**config.mk**
```make
export PLATFORM = sky130hd
export DESIGN_NAME = swallow_ndiv
export DESIGN_NICKNAME = d
export VERILOG_FILES = /design/src/rtl/swdiv_pkg.sv /design/src/rtl/swdiv_legal.sv /design/src/rtl/swdiv_cnt.sv /design/src/rtl/swdiv_ctrl.sv /design/src/rtl/swallow_ndiv.sv
export SDC_FILE = /design/constraint.sdc
export NUM_CORES = 1
export LEC_CHECK = 0
export ABC_CLOCK_PERIOD_IN_PS = 4350
export BUFFER_PORTS_ARGS = -buffer_cell sky130_fd_sc_hd__buf_2
export CORE_UTILIZATION = 51
export DETAILED_ROUTE_END_ITERATION = 7
export GPL_ROUTABILITY_DRIVEN = 1
export PLACE_DENSITY = 0.73
export SLEW_MARGIN = 20
export SYNTH_ARGS = -nofsm -noshare
export SYNTH_HDL_FRONTEND = slang
export SYNTH_HIERARCHICAL = 1
export SYNTH_SLANG_ARGS = --single-unit
```
**constraint.sdc**
```tcl
create_clock -name clk -period 4.35 [get_ports clk]
set_input_delay 0.6525 -clock clk [delete_from_list [all_inputs] [get_ports clk]]
set_output_delay 0.6525 -clock clk [all_outputs]
set_load 0.005 [all_outputs]
```
**src/rtl/swdiv_pkg.sv**
```systemverilog
package swdiv_pkg;
  typedef enum logic {
    DIV_IDLE = 1'b0,
    DIV_RUN  = 1'b1
  } div_state_e;
endpackage

```
**src/rtl/swdiv_legal.sv**
```systemverilog
module swdiv_legal #(
  parameter int A_W      = 3,
  parameter int B_W      = 12,
  parameter int B_MIN    = 3,
  parameter int B_MARGIN = 0
) (
  input  logic [A_W-1:0] a_val,
  input  logic [B_W-1:0] b_val,
  output logic           ok
);
  localparam int CW = ((A_W > B_W) ? A_W : B_W) + 2;

  logic [CW-1:0] a_need;
  logic [CW-1:0] b_ext;

  always_comb begin
    a_need = CW'(a_val) + CW'(B_MARGIN);
    b_ext  = CW'(b_val);
    ok     = (b_ext >= CW'(B_MIN)) && (b_ext >= a_need);
  end
endmodule

```
**src/rtl/swdiv_cnt.sv**
```systemverilog
module swdiv_cnt #(
  parameter int A_W = 3,
  parameter int B_W = 12
) (
  input  logic           clk,
  input  logic           rst_n,
  input  logic           load,
  input  logic [A_W-1:0] a_val,
  input  logic [B_W-1:0] b_val,
  output logic           swallow,
  output logic           last
);
  logic [A_W-1:0] a_rem;
  logic [B_W-1:0] b_rem;

  always_ff @(posedge clk) begin
    if (!rst_n) begin
      a_rem <= '0;
      b_rem <= '0;
    end else if (load) begin
      a_rem <= a_val;
      b_rem <= b_val - B_W'(1);
    end else begin
      if (b_rem != '0) b_rem <= b_rem - B_W'(1);
      if (a_rem != '0) a_rem <= a_rem - A_W'(1);
    end
  end

  assign swallow = (a_rem != '0);
  assign last    = (b_rem == '0);
endmodule

```
**src/rtl/swdiv_ctrl.sv**
```systemverilog
module swdiv_ctrl
  import swdiv_pkg::*;
(
  input  logic clk,
  input  logic rst_n,
  input  logic cnt_rst,
  input  logic pwr_dn,
  input  logic pd_sync,
  input  logic prog_ok,
  input  logic last,
  output logic run,
  output logic load
);
  div_state_e state_q, state_d;
  logic       pend_q, pend_d;
  logic       pd_now, pd_later;

  assign pd_now   = pwr_dn && !pd_sync;
  assign pd_later = pwr_dn &&  pd_sync;

  always_comb begin
    state_d = state_q;
    pend_d  = pend_q;
    unique case (state_q)
      DIV_IDLE: begin
        pend_d = 1'b0;
        if (!cnt_rst && !pwr_dn && prog_ok) state_d = DIV_RUN;
      end
      DIV_RUN: begin
        if (cnt_rst || pd_now) begin
          state_d = DIV_IDLE;
          pend_d  = 1'b0;
        end else if (last) begin
          if (pend_q || pd_later || !prog_ok) begin
            state_d = DIV_IDLE;
            pend_d  = 1'b0;
          end
        end else begin
          pend_d = pend_q || pd_later;
        end
      end
      default: state_d = DIV_IDLE;
    endcase
  end

  always_ff @(posedge clk) begin
    if (!rst_n) begin
      state_q <= DIV_IDLE;
      pend_q  <= 1'b0;
    end else begin
      state_q <= state_d;
      pend_q  <= pend_d;
    end
  end

  assign run  = (state_q == DIV_RUN);
  assign load = !run || last;
endmodule

```
**src/rtl/swallow_ndiv.sv**
```systemverilog
module swallow_ndiv #(
  parameter int A_W      = 3,
  parameter int B_W      = 12,
  parameter int B_MIN    = 3,
  parameter int B_MARGIN = 0
) (
  input  logic           clk,
  input  logic           rst_n,
  input  logic [A_W-1:0] a_prog,
  input  logic [B_W-1:0] b_prog,
  input  logic           cnt_rst,
  input  logic           pwr_dn,
  input  logic           pd_sync,
  output logic           mod_hi,
  output logic           fb_pulse,
  output logic           active,
  output logic           prog_err
);
  logic prog_ok;
  logic load;
  logic run;
  logic swallow;
  logic last;

  swdiv_legal #(
    .A_W(A_W), .B_W(B_W), .B_MIN(B_MIN), .B_MARGIN(B_MARGIN)
  ) u_legal (
    .a_val(a_prog),
    .b_val(b_prog),
    .ok   (prog_ok)
  );

  swdiv_ctrl u_ctrl (
    .clk    (clk),
    .rst_n  (rst_n),
    .cnt_rst(cnt_rst),
    .pwr_dn (pwr_dn),
    .pd_sync(pd_sync),
    .prog_ok(prog_ok),
    .last   (last),
    .run    (run),
    .load   (load)
  );

  swdiv_cnt #(.A_W(A_W), .B_W(B_W)) u_cnt (
    .clk    (clk),
    .rst_n  (rst_n),
    .load   (load),
    .a_val  (a_prog),
    .b_val  (b_prog),
    .swallow(swallow),
    .last   (last)
  );

  assign mod_hi   = run && swallow;
  assign fb_pulse = run && last;
  assign active   = run;
  assign prog_err = !prog_ok;
endmodule

```
==> results.ini, run 1 <==
[cts]
cts.clk_slew.worst_paths_ns = 0.10
tritoncts = yes
clockBufferDepth = 2
cts_resized = 0
cts_sinks = 17
clock_latency_ns = 0.29
hold_buffers = 0
root_buffer = clkbuf_4
cts_buffers = 3
post_cts_buffers = 0
cts_max_level = 1

[drt]
drt-total-wl_um = 2420
wl_per_cell_um = 13.2
ant_nets = 0
first_pass_iters = 4
dr.first_iter.drc_count = 14
drc_errors = 0
vias = 1034
vias_per_cell = 5.65

[logic_synthesis]
synth_adder_area_share_pct = 6.41
yosysWarnings = 6
synth_edf_count = 0
ys_seq_elements = 17
synth_nets = 158
synth_area_leader_cell = dfxtp_1
synth_compound_area_share_pct = 16.0
syn_avg_cell_area_um2 = 8.87
synth_xor_area_share_pct = 4.49
ys_seq_area_share_pct = 29.1
async_flop_share_pct = 0
ys_types = 48
ys.flop_type = dfxtp_1
synth-simple-area-share_pct = 30.1
synth_area_mm2 = 0.00117
synth_mux_area_share_pct = 9.51
synthCells = 132
synth_top_family_by_area = simple AND/OR/NAND/NOR gates
yosysTopAreaCellShare_pct = 29.1
netlist_top_cells_area = dfxtp_1 (29%), mux2i_1 (8.5%), ha_1 (6.4%)

[floorplan]
core_mm2 = 0.00206
start_util_pct = 56.8
std_cell_rows = 16
io-pin-count = 24
die-area_mm2 = 0.00249
chipHeight_um = 49.9
dieWidth_um = 49.9

[grt]
grt_pass1_vias = 1017
grt_max_degree = 31
antenna_found_initial = 0
grt_pass1_wl_um = 4280
grt_util_all_layers_pct = 22.8
overflow = 0

[sta]
finalCriticalPeriod_ns = 2.99
finalCritPeriodShare_pct = 68.7
fin_worst_skew_ns = 0.00111
grt_setup_unrepaired = no
setup_tns_ns = 0
setup-violations-final = 0
slew_viol_final = 0
hold_viol_final = 0
postLayoutSetupSlackWorst_ns = 1.36
slew_headroom_pct = 54.1
fmax_mhz = 335
tightestPinTransition_ns = 0.688

[critical_path]
ff2ff_path_depth = 7
worst-path-max-fanout = 30
critical_path_required_ns = 4.59
crit_type = flop to flop
worst_setup_path_end_kind = flop
crit_arrival_ns = 3.23
rr_startpoint = u_cnt/b_rem[8]
endpoint = u_cnt/b_rem[9]
r2r_end = u_cnt/b_rem[9]
ff2ff_setup_slack_ns = 1.36
start_kind = flop
critPathLaunch = u_cnt/b_rem[8]

[finish]
final_common_cell = buf_2
n_antenna_cell = 0
drive_gt1_share_pct = 24.4
layout_common_cells = buf_2 (23), dfxtp_1 (17), mux2i_1 (10), nor2_1 (10), nor3_1 (8)
finalNetCount = 183
final_util_pct = 64.4
synthToLayoutAreaGrowth_pct = 13.5

[place]
place.gp.congestion = 0.891
pre_cts_ws_ns = 1.39
port_buffers = 23
hpwl_um = 1880

[worst_hold_path]
hold_class = flop to flop
hold-path-cell-count = 2

[pwr]
leakage_nw = 0.609
peakVddDrop_mv = 0.202
cellPowerDensity_mw_per_mm2 = 270
finalPower_uw = 358

[status]
status = completed

[job]
max-cap-violations = 0

[critical path: stages (launching register included)]
cell and delay (ns):
dfxtp_1 0.34, or4_1 0.57, nor4_1 0.28, nand2b_4 0.42
nor4b_1 0.40, o22ai_1 0.34, or3_1 0.46, a21oi_2 0.11
[layer usage]
| layer | up-vias | GRT usage [%] | part of all wire, % |
|---|---|---|---|
| met2 | 22 | 37.6 | 48 |
| met3 | 5 | 4.32 | 4.0 |
| met1 | 476 | 27.2 | 46 |
| li1 | 531 | - | - |
| met5 | - | 0 | 0 |
| met4 | 0 | 13.3 | 2.1 |
[registers in the layout (all words and copies together), names as in the netlist]
register	cells
u_ctrl/pend_q	1
u_ctrl/run	1
u_cnt/b_rem	12
u_cnt/a_rem	3
[logic make-up (layout without fill, tap and decap cells)]
| family | count (synthesis) | in the layout |
|---|---|---|
| mux | 11 | 11 |
| fa+ha+maj | 6 | 6 |
| flops | 17 | 17 |
| simple gates | 56 | 56 |
| compound gates | 25 | 25 |
| buf+inv | 11 | 35 |
| xor+xnor | 6 | 6 |
[cell usage after synthesis, types with 2 or more instances]
library cell / count
nor2_1: 10
nand2b_1: 5
ha_1: 6
a211oi_1: 2
buf_2: 2
or3_1: 2
xnor2_1: 4
xor2_1: 2
nor4_1: 4
nor3b_1: 2
inv_1: 7
a21oi_1: 5
o21ai_0: 3
nor3_1: 8
nand2_1: 6
mux2i_1: 10
and2_1: 5
dfxtp_1: 17
o31ai_1: 2
or4_1: 2
[per-stage QoR]
stage	hold slack, ns	instances	cell area (um2)
2_1_floorplan	0.438	132	1170
3_3_place_gp	0.453	179	1300
3_5_place_dp	0.461	179	1300
4_1_cts	0.486	183	1330
5_1_grt	0.515	183	1330
6_report	0.478	183	1330
[worst min path at each step]
stage                       start             to
floorplan           u_ctrl/pend_q  u_ctrl/pend_q
global placement    u_ctrl/pend_q  u_ctrl/pend_q
detailed placement  u_ctrl/pend_q  u_ctrl/pend_q
CTS                 u_ctrl/pend_q  u_ctrl/pend_q
global route        u_ctrl/pend_q  u_ctrl/pend_q
finish              u_ctrl/pend_q  u_ctrl/pend_q
[cell type report]
class                   instances  area [um2]
multi-input cells             104         779
fillers                       182         733
flip-flops and latches         17         340
repair buffers                 24         123
well taps                      27        33.8
clock buffers                   4        26.3
inverters                       7        26.3
[power by group]
part / internal [mW] / leakage (nW) / total, mW / switching [mW]
registers: 0.168 / 0.141 / 0.179 / 0.0108
clock network: 0.0357 / 0.0150 / 0.0863 / 0.0506
logic: 0.0439 / 0.453 / 0.0929 / 0.0489
Power figures use the tool's default switching activity.
==> run 2, diff against run 1 <==
ABC_CLOCK_PERIOD_IN_PS = 2900   (was 4350)
clock period = 2.9 ns   (was 4.35 ns; I/O delays follow)
==> results.ini, run 2 (synthesis gave the netlist of run 1 again) <==
[place]
port_buffers = 23  ; unchanged
pre_cts_ws_ns = 0.0797  ; -1.31 ns
place.gp.congestion = 0.852  ; -4.4%
hpwl_um = 2040  ; +8.3%

[finish]
synthToLayoutAreaGrowth_pct = 17.6
ff_latch_area_um2 = 340  ; unchanged
largest_reg_flops = 12  ; unchanged
drive_gt1_share_pct = 28.9  ; +4.6 points
layout_common_cells = buf_2 (23), dfxtp_1 (17), mux2i_1 (10), nor2_1 (10), nor3_1 (8)
largest-register = u_cnt/b_rem
n_antenna_cell = 0  ; unchanged
multi_input_area_um2 = 806  ; +3.4%
nFillCells = 169  ; -7.1%
finalNetCount = 186  ; +1.6%
top_regs = u_cnt/b_rem x12, u_cnt/a_rem x3
final_common_cell = buf_2

[grt]
grt_max_degree = 14  ; -55%
overflow = 0  ; unchanged
antenna_found_initial = 0  ; unchanged
grt_util_all_layers_pct = 22.3  ; -0.48 points
grt_pass1_wl_um = 4290  ; +0.16%
grt_pass1_vias = 1029  ; +1.2%

[critical_path]
start_kind = flop
critical_path_required_ns = 3.12  ; -1.47 ns
worst-path-max-fanout = 13  ; -57%
crit_type = flop to flop
crit_arrival_ns = 2.92  ; -0.31 ns
worst_setup_path_end_kind = flop

[pwr]
peakVddDrop_mv = 0.281  ; +39%
leakage_nw = 0.636  ; +4.5%
cellPowerDensity_mw_per_mm2 = 393  ; +46%

[sta]
whs_ns = 0.409  ; -0.0687 ns
postLayoutSetupSlackWorst_ns = 0.197  ; -1.17 ns
tightestPinTransition_ns = 0.530  ; -0.158 ns
fin_worst_skew_ns = 0.00221  ; +0.00110 ns
setup_tns_ns = 0  ; unchanged
finalCritPeriodShare_pct = 93.2  ; +25 points
setup-violations-final = 0  ; unchanged
hold_viol_final = 0  ; unchanged
finalCriticalPeriod_ns = 2.70  ; -0.284 ns
grt_setup_unrepaired = no
slew_headroom_pct = 64.4  ; +10 points
fmax_mhz = 370  ; +11%
slew_viol_final = 0  ; unchanged

[floorplan]
core_mm2 = 0.00206  ; unchanged
std_cell_rows = 16  ; unchanged
chipHeight_um = 49.9  ; unchanged
die-area_mm2 = 0.00249  ; unchanged
start_util_pct = 56.8  ; unchanged
io-pin-count = 24  ; unchanged
dieWidth_um = 49.9  ; unchanged

[cts]
clock_latency_ns = 0.27  ; -0.02 ns
cts_sinks = 17  ; unchanged
root_buffer = clkbuf_4
clockBufferDepth = 2  ; unchanged
cts_max_level = 1  ; unchanged
post_cts_buffers = 0  ; unchanged
cts_buffers = 3  ; unchanged
tritoncts = yes
cts.clk_slew.worst_paths_ns = 0.10  ; about the same

[drt]
ant_nets = 0  ; unchanged
vias_per_cell = 5.72  ; +1.1%
wl_per_cell_um = 13.8  ; +4.4%
vias = 1063  ; +2.8%
drc_errors = 0  ; unchanged
dr.first_iter.drc_count = 20  ; +6
first_pass_iters = 4  ; unchanged
drt-total-wl_um = 2570  ; +6.1%

[worst_hold_path]
hold_class = input pin to flop

[job]
max-cap-violations = 0  ; unchanged

[status]
status = completed

run 2: cell count changes in the layout (fill, tap and decap cells not counted), sizes merged:
cell,before,now
buf,24,27
run 2: layer usage:
layer  part of all wire (%)  routed length [um]  track usage (%)  vias up
li1                       -                   -                -      544
met3                    3.3                  84             3.70        2
met1                     45                1170             25.5      493
met2                     51                1300             42.3       24
met4                   0.47                  12             5.24        0
met5                      0                   0                0        -
run 2: final timing paths:
| kind | to | cells past startpoint | from | slack, ns |
|---|---|---|---|---|
| min | u_ctrl/pend_q | 3 | pd_sync | 0.41 |
| max reg2reg | u_cnt/b_rem[9] | 7 | u_cnt/b_rem[8] | 0.20 |
| max | u_cnt/b_rem[9] | 7 | u_cnt/b_rem[8] | 0.20 |
| min reg2reg | u_ctrl/pend_q | 2 | u_ctrl/pend_q | 0.50 |
run 2: where the power goes:
part	leakage, nW	internal [mW]	switching, mW
registers	0.141	0.253	0.0168
logic	0.480	0.0714	0.0778
clock network	0.0150	0.0532	0.0696
total	0.636	0.377	0.164
run 2: through the flow:
stage          cells  instance area [um2]  power [mW]  utilization [%]
4_1_cts          186                 1350       0.543             65.7
2_1_floorplan    132                 1180       0.373                -
6_report         186                 1380       0.541             66.8
3_3_place_gp     182                 1330       0.413             64.4
3_5_place_dp     182                 1330       0.419             64.4
5_1_grt          186                 1380       0.578             66.8
run 2: critical path: stages (launching register included):
cell	delay, ns
dfxtp_1	0.34
or4_1	0.59
nor4_2	0.18
nand2b_4	0.27
or4b_1	0.50
o22a_4	0.26
or3_1	0.37
a21oi_2	0.13
run 2: final cells by class:
class                   count  area share [%]
inverters                   7            1.91
flip-flops and latches     17            24.7
repair buffers             27            10.5
multi-input cells         104            58.5
well taps                  27            2.45
clock buffers               4            1.91
run 2: repair_timing:
action / CTS / global route
hold buffers: 0 / 0
endpoints found under the setup margin: 0 / 7
resized for setup: 0 / 4
